File: src/rtl/ciota_pkg.sv
package ciota_pkg;
    localparam int unsigned CI_ELEMS    = 64;
    localparam int unsigned CI_STRIDE_W = 32;
    localparam int unsigned CI_DATA_W   = 64;
    localparam int unsigned CI_REG_W    = 4;

    typedef enum logic {
        ST_IDLE = 1'b0,
        ST_SCAN = 1'b1
    } ciota_st_e;
endpackage

File: src/rtl/ciota_qualify.sv
module ciota_qualify #(
    parameter int unsigned NE = 64,
    parameter int unsigned LW = $clog2(NE) + 1
) (
    input  logic [NE-1:0] mask_i,
    input  logic [LW-1:0] vlen_i,
    input  logic          pol_i,
    output logic [NE-1:0] sel_o
);
    // a position qualifies when its mask bit matches the polarity and it lies below the length
    for (genvar i = 0; i < NE; i++) begin : g_pos
        assign sel_o[i] = (mask_i[i] == pol_i) && (LW'(i) < vlen_i);
    end
endmodule

File: src/rtl/ciota_pick.sv
module ciota_pick #(
    parameter int unsigned NE = 64,
    parameter int unsigned IW = $clog2(NE)
) (
    input  logic [NE-1:0] vec_i,
    output logic          any_o,
    output logic [IW-1:0] idx_o
);
    // lowest set position wins
    always_comb begin
        idx_o = '0;
        for (int i = NE - 1; i >= 0; i--) begin
            if (vec_i[i]) idx_o = IW'(i);
        end
    end
    assign any_o = |vec_i;
endmodule

File: src/rtl/ciota_scale.sv
module ciota_scale #(
    parameter int unsigned IW = 6,
    parameter int unsigned SW = 32,
    parameter int unsigned DW = 64
) (
    input  logic [IW-1:0] idx_i,
    input  logic [SW-1:0] stride_i,
    output logic [DW-1:0] data_o
);
    logic [SW-1:0] prod_lo;
    // product kept modulo 2^SW; upper part of the element cleared
    assign prod_lo = SW'(idx_i) * stride_i;
    assign data_o  = {{(DW - SW){1'b0}}, prod_lo};
endmodule

File: src/rtl/ciota_gen.sv
module ciota_gen
    import ciota_pkg::*;
#(
    parameter int unsigned NE = CI_ELEMS,
    parameter int unsigned SW = CI_STRIDE_W,
    parameter int unsigned DW = CI_DATA_W,
    parameter int unsigned RW = CI_REG_W,
    localparam int unsigned IW = $clog2(NE),
    localparam int unsigned LW = IW + 1
) (
    input  logic          clk,
    input  logic          rst_n,
    input  logic          start_i,
    input  logic [NE-1:0] mask_i,
    input  logic [LW-1:0] vlen_i,
    input  logic          pol_i,
    input  logic [SW-1:0] stride_i,
    input  logic [RW-1:0] dst_i,
    output logic          busy_o,
    output logic          wr_en_o,
    output logic [RW-1:0] wr_reg_o,
    output logic [IW-1:0] wr_idx_o,
    output logic [DW-1:0] wr_data_o,
    output logic          done_o,
    output logic [LW-1:0] count_o
);
    typedef struct packed {
        ciota_st_e     st;
        logic [NE-1:0] rem;
        logic [RW-1:0] dst;
        logic [SW-1:0] stride;
        logic [LW-1:0] cnt;
    } ciota_state_t;

    ciota_state_t s_d, s_q;

    logic [NE-1:0] sel_mask;
    logic          pick_any;
    logic [IW-1:0] pick_idx;

    ciota_qualify #(.NE(NE), .LW(LW)) u_qual (
        .mask_i (mask_i),
        .vlen_i (vlen_i),
        .pol_i  (pol_i),
        .sel_o  (sel_mask)
    );

    ciota_pick #(.NE(NE), .IW(IW)) u_pick (
        .vec_i (s_q.rem),
        .any_o (pick_any),
        .idx_o (pick_idx)
    );

    ciota_scale #(.IW(IW), .SW(SW), .DW(DW)) u_scale (
        .idx_i    (pick_idx),
        .stride_i (s_q.stride),
        .data_o   (wr_data_o)
    );

    always_comb begin
        s_d = s_q;
        unique case (s_q.st)
            ST_IDLE: begin
                if (start_i) begin
                    s_d.st     = ST_SCAN;
                    s_d.rem    = sel_mask;
                    s_d.dst    = dst_i;
                    s_d.stride = stride_i;
                    s_d.cnt    = '0;
                end
            end
            ST_SCAN: begin
                if (pick_any) begin
                    s_d.rem = s_q.rem & ~({{(NE - 1){1'b0}}, 1'b1} << pick_idx);
                    s_d.cnt = s_q.cnt + 1'b1;
                end else begin
                    s_d.st = ST_IDLE;
                end
            end
            default: s_d.st = ST_IDLE;
        endcase
    end

    always_ff @(posedge clk or negedge rst_n) begin
        if (!rst_n) begin
            s_q <= '{st: ST_IDLE, rem: '0, dst: '0, stride: '0, cnt: '0};
        end else begin
            s_q <= s_d;
        end
    end

    assign busy_o   = (s_q.st == ST_SCAN);
    assign wr_en_o  = busy_o && pick_any;
    assign done_o   = busy_o && !pick_any;
    assign wr_reg_o = s_q.dst;
    assign wr_idx_o = s_q.cnt[IW-1:0];
    assign count_o  = s_q.cnt;

    // writes happen only while busy
    a_r3_write_in_busy: assert property (@(posedge clk) disable iff (!rst_n)
        wr_en_o |-> busy_o);

    // slots advance by one on back-to-back writes
    a_r3_slot_step: assert property (@(posedge clk) disable iff (!rst_n)
        (wr_en_o && $past(wr_en_o)) |-> (wr_idx_o == IW'($past(wr_idx_o) + 1'b1)));

    // chosen element positions strictly ascend
    a_r3_pos_ascend: assert property (@(posedge clk) disable iff (!rst_n)
        (wr_en_o && $past(wr_en_o)) |-> (pick_idx > $past(pick_idx)));

    // done is a single pulse and carries no write
    a_r5_done_pulse: assert property (@(posedge clk) disable iff (!rst_n)
        done_o |=> !done_o);
    a_r5_done_no_write: assert property (@(posedge clk) disable iff (!rst_n)
        done_o |-> !wr_en_o);

    // a strobe during a run leaves the target register alone
    a_r8_busy_start_ignored: assert property (@(posedge clk) disable iff (!rst_n)
        (busy_o && !done_o && start_i) |=> $stable(wr_reg_o));

    // idle count is held
    a_r9_count_hold: assert property (@(posedge clk) disable iff (!rst_n)
        (!busy_o && !start_i) |=> $stable(count_o));
endmodule

File: config.mk
export PLATFORM = sky130hd
export DESIGN_NAME = ciota_gen
export DESIGN_NICKNAME = d
export VERILOG_FILES = /design/src/rtl/ciota_pkg.sv /design/src/rtl/ciota_qualify.sv /design/src/rtl/ciota_pick.sv /design/src/rtl/ciota_scale.sv /design/src/rtl/ciota_gen.sv
export SDC_FILE = /design/constraint.sdc
export NUM_CORES = 1
export LEC_CHECK = 0
export BUFFER_PORTS_ARGS = -buffer_cell sky130_fd_sc_hd__buf_2
export CELL_PAD_IN_SITES_DETAIL_PLACEMENT = 1
export CELL_PAD_IN_SITES_GLOBAL_PLACEMENT = 2
export CORE_MARGIN = 2
export CORE_UTILIZATION = 38
export CTS_CLUSTER_SIZE = 28
export DETAILED_ROUTE_END_ITERATION = 10
export PLACE_DENSITY_LB_ADDON = 0.08
export SYNTH_ARGS = -nofsm -noshare
export SYNTH_HDL_FRONTEND = slang
export SYNTH_HIERARCHICAL = 1
export SYNTH_SLANG_ARGS = --single-unit
export TNS_END_PERCENT = 30
File: constraint.sdc
create_clock -name clk -period 16.55 [get_ports clk]
set_input_delay 0.8275 -clock clk [delete_from_list [all_inputs] [get_ports clk]]
set_output_delay 0.8275 -clock clk [all_outputs]
set_load 0.02 [all_outputs]
==> flow_summary_export.csv, run 1 <==
group,metric,value,unit
synth,yosysUniqueCellTypes,81,
clock_network,clockBufferDepth,2,
cells_and_area,finalNonFillerCells,2076,
job,drv_cap,0,
outcome,status,"completed",
synth,yosysSeqAreaShare,0.208,
clock_network,hold_buffers,0,
cells_and_area,diodes,0,
worst_setup_path,cp-end-kind,"output port",
global_route,antenna_found_initial,0,
routing,finalWirelength,39000,µm
placement,place_inst,2061,
die,row_count,67,
clock_network,clk_pin_slew,80,ps
routing,drc,0,
die,dieArea,35800,µm²
sta,min_period,7810,ps
placement,dpl_cell_area,13900,µm²
cells_and_area,final_common_cell,"nand2_1",
cells_and_area,nets,1879,
worst_setup_path,max_stage_delay,860,ps
synth,synth-seq-cells,108,
routing,drt-pass1-iter-count,7,
global_route,grt_pass1_wl,63100,µm
worst_setup_path,cp_cell_sequence,"nor4_1, nand3_1, nor4_2, buf_4, and2_1, fa_1, fa_1, inv_1, fa_1, inv_1, ha_1, nand2_1, o211a_1, nor2_1, a2bb2oi_1, a2111oi_2, or3b_1, buf_2",
die,io_pins,195,
sta,tns,0,ps
cells_and_area,mostFrequentLayoutCells,"nand2_1, buf_2, inv_1",
routing,vias_per_cell,5.14,
die,dieHeight,189,µm
worst_setup_path,crit_path_top_delay_cell,"nor4_2",
global_route,grt_max_degree,67,
global_route,overflow,0,
die,core_area,33600,µm²
placement,gp_congestion,0.889,
worst_setup_path,worstSetupPathType,"reg2out",
synth,ys.flop_type,"dfrtp_1",
cells_and_area,fin_area,14200,µm²
sta,setup-violations-final,0,
die,die-width,189,µm
sta,fin_skew,10.3,ps
routing,wl_per_cell,18.8,µm
global_route,grt_pass1_vias,11200,
worst_setup_path,required,15720,ps
sta,slew_viol_final,0,
cells_and_area,drive_gt1_frac,0.148,
sta,grt_setup_unrepaired,"no",
worst_setup_path,critPathMostFrequentCell,"fa_1",
die,initial_core_util,0.387,
sta,fin_crit_sh,0.472,
clock_network,clk_latency,370,ps
clock_network,clock-sinks,108,
synth,yosys_warnings,6,
worst_setup_path,start_kind,"register",
routing,ant_nets,0,
synth,syn_area,13000,µm²
cells_and_area,fill_cells,4084,
sta,fmax,0.128,GHz
sta,worstMarginPinSlew,1180,ps
routing,vias,10700,
placement,dp_hpwl,31000,µm
placement,port_buffers,162,
clock_network,cts_setup_buffers,0,
synth,async_flop_share,1.00,
clock_network,clockRootBuffer,"clkbuf_16",
clock_network,post_cts_resize_count,0,
worst_setup_path,arrival,6980,ps
clock_network,numCtsBuffers,9,
clock_network,cts_tree,"built",
clock_network,htree_levels,3,
worst_setup_path,path_max_fanout,31,
cells_and_area,syn_to_final_growth,9.30,%
synth,synth_edf_count,0,
sta,maxSlewHeadroom,0.206,
global_route,gr-usage-all-layers,0.222,
synth,syn_area_per_cell,8.50,µm²
routing,drt_iter0_markers,405,
worst_hold_path,min_path_type,"in2async",
synth,synth_cells,1531,
sta,final-hold-violation-count,0,
## final cells by class
| type | count | area [µm²] | area share |
|---|---|---|---|
| Clock inverter | 4 | 97.6 | 0.00686 |
| Inverter | 160 | 601 | 0.0422 |
| Sequential cell | 108 | 2700 | 0.190 |
| Timing Repair Buffer | 172 | 888 | 0.0624 |
| Clock buffer | 11 | 243 | 0.0171 |
| Tap cell | 448 | 561 | 0.0394 |
| Multi-Input combinational cell | 1173 | 9140 | 0.642 |
## synthesized netlist by cell type (4+ instances only)
master,count,area (µm²)
nand2b_1,8,50.1
dfrtp_1,108,2700
nand3_1,16,80.1
a211o_1,4,35.0
nand3b_1,5,37.5
nor2_2,5,31.3
buf_2,23,115
o21bai_1,8,60.1
nand2_1,192,721
or3b_1,4,35.0
nor3_2,13,130
nor2b_1,13,81.3
o21ai_0,29,145
o211ai_1,13,97.6
a21o_1,5,37.5
ha_1,35,438
or3_1,6,37.5
inv_1,159,597
a31oi_1,8,50.1
and2_1,150,938
and3_1,6,37.5
nor4_1,17,106
nor3_1,27,135
xnor2_1,29,254
a21oi_1,134,671
buf_6,4,45.0
nand4_1,8,50.1
o21a_1,8,60.1
mux2i_1,69,691
a211oi_1,23,173
nor2_1,55,206
buf_4,65,488
nor3b_4,4,75.1
clkbuf_1,26,97.6
xor2_1,67,587
o31ai_1,5,37.5
or4_1,4,30.0
fa_1,109,2180
## path summary, 6_finish.rpt
path                                   from            end  slack [ps]  depth (start not counted)
worst max register to register      s_q[58]        s_q[83]       12450                          9
worst min-delay path                  rst_n        s_q[28]         430                          1
max in group asynchronous             rst_n        s_q[12]       14770                          2
worst max-delay path                s_q[50]  wr_data_o[27]        8740                         18
worst min register to register  wr_reg_o[3]    wr_reg_o[3]         480                          2
min in group clk                wr_reg_o[3]    wr_reg_o[3]         480                          2
## critical path: cells and delay by family, from the launching register on
kind / cells / cell delay [ps]
compound gates: 3 / 850
fa+ha+maj: 4 / 1970
flops: 1 / 410
buf+inv: 4 / 700
simple gates: 7 / 2650
## sequential cells by signal, indices dropped and copies added, names as in the netlist
signal,count
wr_reg_o,4
busy_o,1
s_q,96
count_o,7
## through the flow
stage	hold WS [ps]	setup slack, ps	utilization
global route	471	8230	0.423
global placement	459	9320	0.413
finish	433	8740	0.423
detailed placement	462	9160	0.413
CTS	450	8730	0.423
floorplan	446	9960	-
## kinds of logic (layout without fill, tap and decap cells)
| group | count (synthesis) | in the layout | synth area share |
|---|---|---|---|
| fa+ha+maj | 144 | 144 | 0.201 |
| simple gates | 552 | 552 | 0.232 |
| mux | 69 | 69 | 0.0531 |
| flops | 108 | 108 | 0.208 |
| other cells | 1 | 32 | 0.000288 |
| compound gates | 280 | 280 | 0.137 |
| buf+inv | 281 | 347 | 0.104 |
| xor+xnor | 96 | 96 | 0.0646 |
## layer usage
metal | part of all wire | global-route usage
met3 | 0.025 | 0.0187
met4 | 0.025 | 0.0661
met1 | 0.47 | 0.304
met2 | 0.48 | 0.374
met5 | 0 | 0
Power of run 1 is left out: the tool's default activity adds up to more than one toggle a clock period on the data nets, which glitch-free logic cannot reach.
==> inputs of run 2 (changes only) <==
--- a/config.mk
+++ b/config.mk
@@ -5,11 +5,12 @@
 export SDC_FILE = /design/constraint.sdc
 export NUM_CORES = 1
 export LEC_CHECK = 0
+export ABC_AREA = 1
 export BUFFER_PORTS_ARGS = -buffer_cell sky130_fd_sc_hd__buf_2
 export CELL_PAD_IN_SITES_DETAIL_PLACEMENT = 1
 export CELL_PAD_IN_SITES_GLOBAL_PLACEMENT = 2
 export CORE_MARGIN = 2
-export CORE_UTILIZATION = 38
+export CORE_UTILIZATION = 29
 export CTS_CLUSTER_SIZE = 28
 export DETAILED_ROUTE_END_ITERATION = 10
 export PLACE_DENSITY_LB_ADDON = 0.08
==> constraint.sdc (replaced) <==
create_clock -name clk -period 6.9 [get_ports clk]
set_input_delay 0.345 -clock clk [delete_from_list [all_inputs] [get_ports clk]]
set_output_delay 0.345 -clock clk [all_outputs]
set_load 0.02 [all_outputs]
==> run 2 against run 1 <==
  * The flow now finishes with violations (setup timing)
  * Non-clock buffer count up 123
  * Register-to-register slack lost 11000 ps
  * Cell count grew 47%
  * Wire length up 25%
  * Synthesized cell count is 45% higher
  * Largest cell class unchanged
  * Die area grew 41%
==> flow_summary_export.csv, run 2 <==
group,metric,value,unit
worst_setup_path,path_max_fanout,6,
die,initial_core_util,0.295,
routing,drt-pass1-iter-count,6,
cells_and_area,final_common_cell,"nand2_1",
clock_network,clk_pin_slew,80,ps
sta,maxSlewHeadroom,0.271,
clock_network,clockRootBuffer,"clkbuf_16",
worst_setup_path,worstSetupPathType,"reg2out",
synth,yosysUniqueCellTypes,42,
routing,vias,13400,
synth,synth_edf_count,0,
synth,syn_area_per_cell,6.35,µm²
worst_setup_path,max_stage_delay,520,ps
cells_and_area,finalNonFillerCells,3062,
cells_and_area,fill_cells,6214,
worst_setup_path,cp-end-kind,"output port",
die,dieArea,50400,µm²
clock_network,clk_latency,380,ps
synth,synth_cells,2222,
die,row_count,80,
synth,synth.area.mux_share,0,
synth,synthAdderAreaFrac,0.186,
synth,synth_top_family_by_area,"simple AND/OR/NAND/NOR gates",
synth,synth_xor_area_frac,0.0410,
global_route,overflow,0,
routing,drc,0,
sta,worstMarginPinSlew,1090,ps
cells_and_area,drive_gt1_frac,0.207,
sta,grt_setup_unrepaired,"yes",
worst_setup_path,r2r_setup_slack,1470,ps
cells_and_area,mostFrequentLayoutCells,"nand2_1, inv_1, nor2_1",
global_route,gr-usage-all-layers,0.199,
clock_network,clockBufferDepth,2,
placement,dp_hpwl,39600,µm
power,powerDensity,636,nW/µm²
synth,yosysSeqAreaShare,0.192,
die,io_pins,195,
outcome,status,"finished, violations left",
cells_and_area,fin_area,17300,µm²
worst_setup_path,cpLargestDelayFamily,"simple AND/OR/NAND/NOR gates",
global_route,grt_max_degree,104,
die,die-width,225,µm
synth,async_flop_share,1.00,
routing,ant_nets,0,
synth,yosys_warnings,6,
clock_network,clock-sinks,108,
routing,finalWirelength,48600,µm
cells_and_area,nets,2697,
outcome,violations,"setup timing",
synth,ys.flop_type,"dfrtp_1",
sta,fmax,0.131,GHz
synth,synth_area_leaders,"nand2_1, dfrtp_1, fa_1",
sta,slew_viol_final,0,
die,dieHeight,225,µm
synth,synthSimpleGateAreaFrac,0.341,
worst_setup_path,crit_buf_inv,8,
worst_setup_path,crit_end,"wr_data_o[23]",
sta,fin_skew,13.2,ps
cells_and_area,diodes,0,
clock_network,hold_buffers,0,
routing,wl_per_cell,15.9,µm
worst_hold_path,min_path_type,"in2async",
sta,fin_crit_sh,1.11,
clock_network,numCtsBuffers,9,
placement,gp_congestion,0.831,
sta,min_period,7630,ps
cells_and_area,post-route-util,0.361,
synth,yosysMostFrequentCell,"nand2_1",
cells_and_area,top_register,"s_q",
global_route,antenna_found_initial,0,
clock_network,htree_levels,3,
synth,yosysTopAreaCell,"nand2_1",
sta,setup_slack,-729,ps
cells_and_area,largest_reg_flops,96,
synth,synth_compound_area_frac,0.0514,
worst_setup_path,reg2reg_depth,71,
die,core_area,47800,µm²
job,drv_cap,0,
synth,synth-seq-cells,108,
worst_setup_path,start_kind,"register",
synth,syn_area,14100,µm²
worst_setup_path,crit_path_top_delay_cell,"fa_1",
cells_and_area,syn_to_final_growth,22.4,%
synth,synth_common_cells,"nand2_1, inv_1, nor2_1",
power,power.leakage,10.3,nW
power,p_total,0.0110,W
worst_setup_path,critPathMostFrequentCell,"nand2_1",
worst_setup_path,cp-startpoint,"s_q[105]",
global_route,grt_pass1_wl,78900,µm
worst_setup_path,reg2reg_to,"s_q[103]",
clock_network,cts_tree,"built",
placement,dpl_cell_area,16000,µm²
global_route,grt_pass1_vias,14600,
placement,place_ws,-620,ps
worst_setup_path,arrival,7280,ps
routing,drt_iter0_markers,462,
sta,setup-violations-final,27,
worst_setup_path,crit_cells,81,
synth,synth_top_area_share,0.212,
routing,vias_per_cell,4.37,
sta,final-hold-violation-count,0,
worst_setup_path,required,6550,ps
placement,place_inst,3031,
worst_setup_path,r2r_start,"s_q[104]",
placement,port_buffers,162,
power,ir_drop,0.000200,V
==> run 2: changes by cell type after synthesis, moves of 33 or more <==
cell     change
and2_1     -146
mux2i_1     -69
xor2_1      -33
nand3_1     +57
a21oi_1    -100
nand2_1    +604
inv_1      +304
nor2_1     +175
==> run 2: logic make-up (layout without fill, tap and decap cells) <==
family	Yosys count	in the layout
xor gates and xnor gates	66	66
AOI/OAI and AO/OA	121	121
and+or+nand+nor	1186	1186
buffers and inverters	596	790
DFF	108	108
adders and majority gates	144	144
other	1	32
==> run 2: power breakdown <==
group	switching, W	internal (W)	total, W
clock	0.000280	0.000286	0.000566
combinational	0.00521	0.00408	0.00928
sequential	0.000283	0.000845	0.00113
==> run 2: worst min-delay path by stage <==
stage | to | slack [ps] | cells past startpoint
floorplan | busy_o | 50 | 0
CTS | s_q[67] | 110 | 1
global route | s_q[67] | 150 | 1
global placement | wr_reg_o[3] | 460 | 2
detailed placement | wr_reg_o[1] | 470 | 2
finish | s_q[91] | 90 | 1
==> run 2: worst reg2reg max path, delay by kind of cell (launching register included) <==
kind            cells  cell delay [ps]
compound gates      2              150
buf+inv             6              780
flops               1              400
simple gates       63             3990
==> run 2: layout make-up <==
| cell class | count | area [µm²] | area share |
|---|---|---|---|
| Tap cell | 615 | 769 | 0.0446 |
| Inverter | 479 | 1900 | 0.110 |
| Clock buffer | 10 | 229 | 0.0133 |
| Clock inverter | 6 | 68.8 | 0.00399 |
| Multi-Input combinational cell | 1549 | 9600 | 0.556 |
| Sequential cell | 108 | 2700 | 0.157 |
| Timing Repair Buffer | 295 | 2000 | 0.116 |
==> run 2: stage by stage <==
step	TNS (ps)	hold WS, ps
floorplan	0	49.4
global placement	-9370	458
detailed placement	-10320	472
CTS	-19620	110
global route	-43220	150
finish	-16210	91.7
==> run 2: timing repair <==
| action | in CTS | in global routing |
|---|---|---|
| endpoints found under the setup margin | 27 | 29 |
| cloned | 1 | 2 |
| gates resized for setup | 121 | 51 |
| pin swaps | 19 | 21 |
| buffers inserted | 8 | 4 |
==> run 2: layer usage <==
metal,share of wire,routed length [µm],vias to the layer above,GRT usage
met4,0.014,680,0,0.0425
met5,0,0,-,0
met2,0.51,24900,124,0.365
met3,0.015,752,30,0.0165
met1,0.46,22200,6373,0.255
li1,-,-,6841,-
No activity file was read; power rests on OpenSTA's default activity.
==> inputs of run 3 (changes only) <==
--- a/config.mk
+++ b/config.mk
@@ -10,7 +10,7 @@
 export CELL_PAD_IN_SITES_DETAIL_PLACEMENT = 1
 export CELL_PAD_IN_SITES_GLOBAL_PLACEMENT = 2
 export CORE_MARGIN = 2
-export CORE_UTILIZATION = 29
+export CORE_UTILIZATION = 32
 export CTS_CLUSTER_SIZE = 28
 export DETAILED_ROUTE_END_ITERATION = 10
 export PLACE_DENSITY_LB_ADDON = 0.08
==> constraint.sdc (replaced) <==
create_clock -name clk -period 7.4 [get_ports clk]
set_input_delay 0.37 -clock clk [delete_from_list [all_inputs] [get_ports clk]]
set_output_delay 0.37 -clock clk [all_outputs]
set_load 0.02 [all_outputs]
==> run 3 against run 2 <==
  * The flow still finishes with violations (setup timing)
  * Utilization grew 2.1 points
  * Register-to-register slack gained 830 ps
  * Worst setup slack gained 510 ps
  * First-iteration DRC count is the same
  * Worst hold slack gained 94 ps
  * Clock-buffer cell count is the same
  * Non-clock buffer count shrank 68
  * Critical path depth grew 1
  * Largest power group unchanged
  * Highest routed layer unchanged
==> flow_summary_export.csv, run 3 (same netlist as run 2, synthesis figures left out) <==
group,metric,value,unit
outcome,status,"finished, violations left",
outcome,violations,"setup timing",
clock_network,htree_levels,3,
clock_network,clockRootBuffer,"clkbuf_16",
die,core_area,43300,µm²
clock_network,clk_latency,370,ps
cells_and_area,largest_reg_flops,96,
global_route,gr-usage-all-layers,0.203,
global_route,antenna_found_initial,0,
sta,fin_skew,8.92,ps
worst_setup_path,start_kind,"register",
power,power.leakage,9.90,nW
sta,fin_crit_sh,1.03,
worst_setup_path,required,7030,ps
clock_network,clockBufferDepth,2,
die,row_count,76,
routing,vias,13300,
die,io_pins,195,
clock_network,clk_pin_slew,80,ps
sta,final-hold-violation-count,0,
cells_and_area,final_common_cell,"nand2_1",
die,dieHeight,214,µm
sta,slew_viol_final,0,
worst_setup_path,crit_end,"wr_data_o[28]",
sta,hold_slack,186,ps
cells_and_area,drive_gt1_frac,0.173,
worst_setup_path,cp-startpoint,"s_q[105]",
cells_and_area,top_register,"s_q",
worst_setup_path,crit_path_top_delay_cell,"fa_1",
global_route,overflow,0,
placement,place_inst,2941,
routing,drc,0,
routing,finalWirelength,45900,µm
worst_setup_path,path_max_fanout,5,
global_route,grt_max_degree,74,
worst_setup_path,r2r_start,"s_q[104]",
placement,dp_hpwl,38000,µm
routing,ant_nets,0,
cells_and_area,mostFrequentLayoutCells,"nand2_1, inv_1, nor2_1",
cells_and_area,finalNonFillerCells,2964,
worst_hold_path,min_path_type,"in2reg",
sta,worstMarginPinSlew,974,ps
power,powerDensity,569,nW/µm²
placement,port_buffers,162,
power,ir_drop,0.000498,V
die,die-width,214,µm
worst_setup_path,reg2reg_depth,69,
worst_setup_path,arrival,7250,ps
sta,setup-violations-final,21,
clock_network,cts_tree,"built",
routing,drt-pass1-iter-count,5,
cells_and_area,fill_cells,5721,
sta,tns,-2280,ps
job,drv_cap,0,
cells_and_area,nets,2629,
sta,maxSlewHeadroom,0.349,
worst_setup_path,worstSetupPathType,"reg2out",
die,dieArea,45800,µm²
worst_setup_path,reg2reg_to,"s_q[63]",
sta,setup_slack,-217,ps
worst_setup_path,max_stage_delay,530,ps
worst_setup_path,r2r_setup_slack,2300,ps
routing,wl_per_cell,15.5,µm
routing,vias_per_cell,4.49,
die,initial_core_util,0.326,
placement,gp_congestion,0.896,
cells_and_area,diodes,0,
worst_setup_path,cp-end-kind,"output port",
routing,drt_iter0_markers,462,
worst_setup_path,critPathMostFrequentCell,"nand2_1",
clock_network,clock-sinks,108,
placement,place_ws,-21.2,ps
cells_and_area,syn_to_final_growth,17.1,%
clock_network,numCtsBuffers,9,
sta,min_period,7620,ps
global_route,grt_pass1_wl,75000,µm
global_route,grt_pass1_vias,14300,
sta,grt_setup_unrepaired,"yes",
sta,fmax,0.131,GHz
-- run 3: routing by layer --
metal | track usage | routed length [µm] | up-vias
li1 | - | - | 6701
met1 | 0.258 | 20800 | 6440
met2 | 0.370 | 23400 | 146
met3 | 0.0155 | 821 | 31
met4 | 0.0503 | 821 | 0
met5 | 0 | 0 | -
-- run 3: worst max-delay path: cells and delay by family, from the launching register on --
kind / cells / cell delay (ps)
simple gates: 70 / 3880
fa+ha+maj: 4 / 1810
buf+inv: 7 / 650
flops: 1 / 380
compound gates: 1 / 140
-- run 3: worst min path at each step --
stage               startpoint  slack, ps  cells past startpoint           to
floorplan                rst_n         70                      0       busy_o
global placement         rst_n        390                      1      s_q[97]
detailed placement       rst_n        410                      1      s_q[97]
CTS                   dst_i[3]        160                      3  wr_reg_o[3]
global route          dst_i[2]        180                      3  wr_reg_o[2]
finish                dst_i[3]        190                      3  wr_reg_o[3]
-- run 3: through the flow --
stage	total power (W)	area [µm²]	util
after detailed placement	0.00778	15500	0.359
final	0.00941	16500	0.382
after global routing	0.0104	16500	0.382
after CTS	0.00897	16200	0.374
after global placement	0.00768	15500	0.359
after floorplan	0.00539	14200	-
-- run 3: what timing repair did --
action / 4_1_cts / 5_1_grt
resized for setup: 67 / 73
pin swaps: 4 / 7
endpoints found under the setup margin: 26 / 28
hold buffers: 1 / 0
cloned: 0 / 2
endpoints found under the hold margin: 19 / 0
setup buffers: 0 / 4
-- run 3: power by group --
part | internal (W) | leakage [nW] | switching (W)
logic | 0.00322 | 8.39 | 0.00463
clock network | 0.000244 | 0.139 | 0.000248
registers | 0.000788 | 1.37 | 0.000272
total | 0.00425 | 9.90 | 0.00515
-- run 3: cell type report --
class	count	area, µm²	area share
clock inverters	6	55.1	0.00333
repair buffers	227	1430	0.0867
clock buffers	10	239	0.0145
multi-input cells	1549	9470	0.573
flip-flops and latches	108	2700	0.164
inverters	479	1890	0.115
well taps	585	732	0.0443
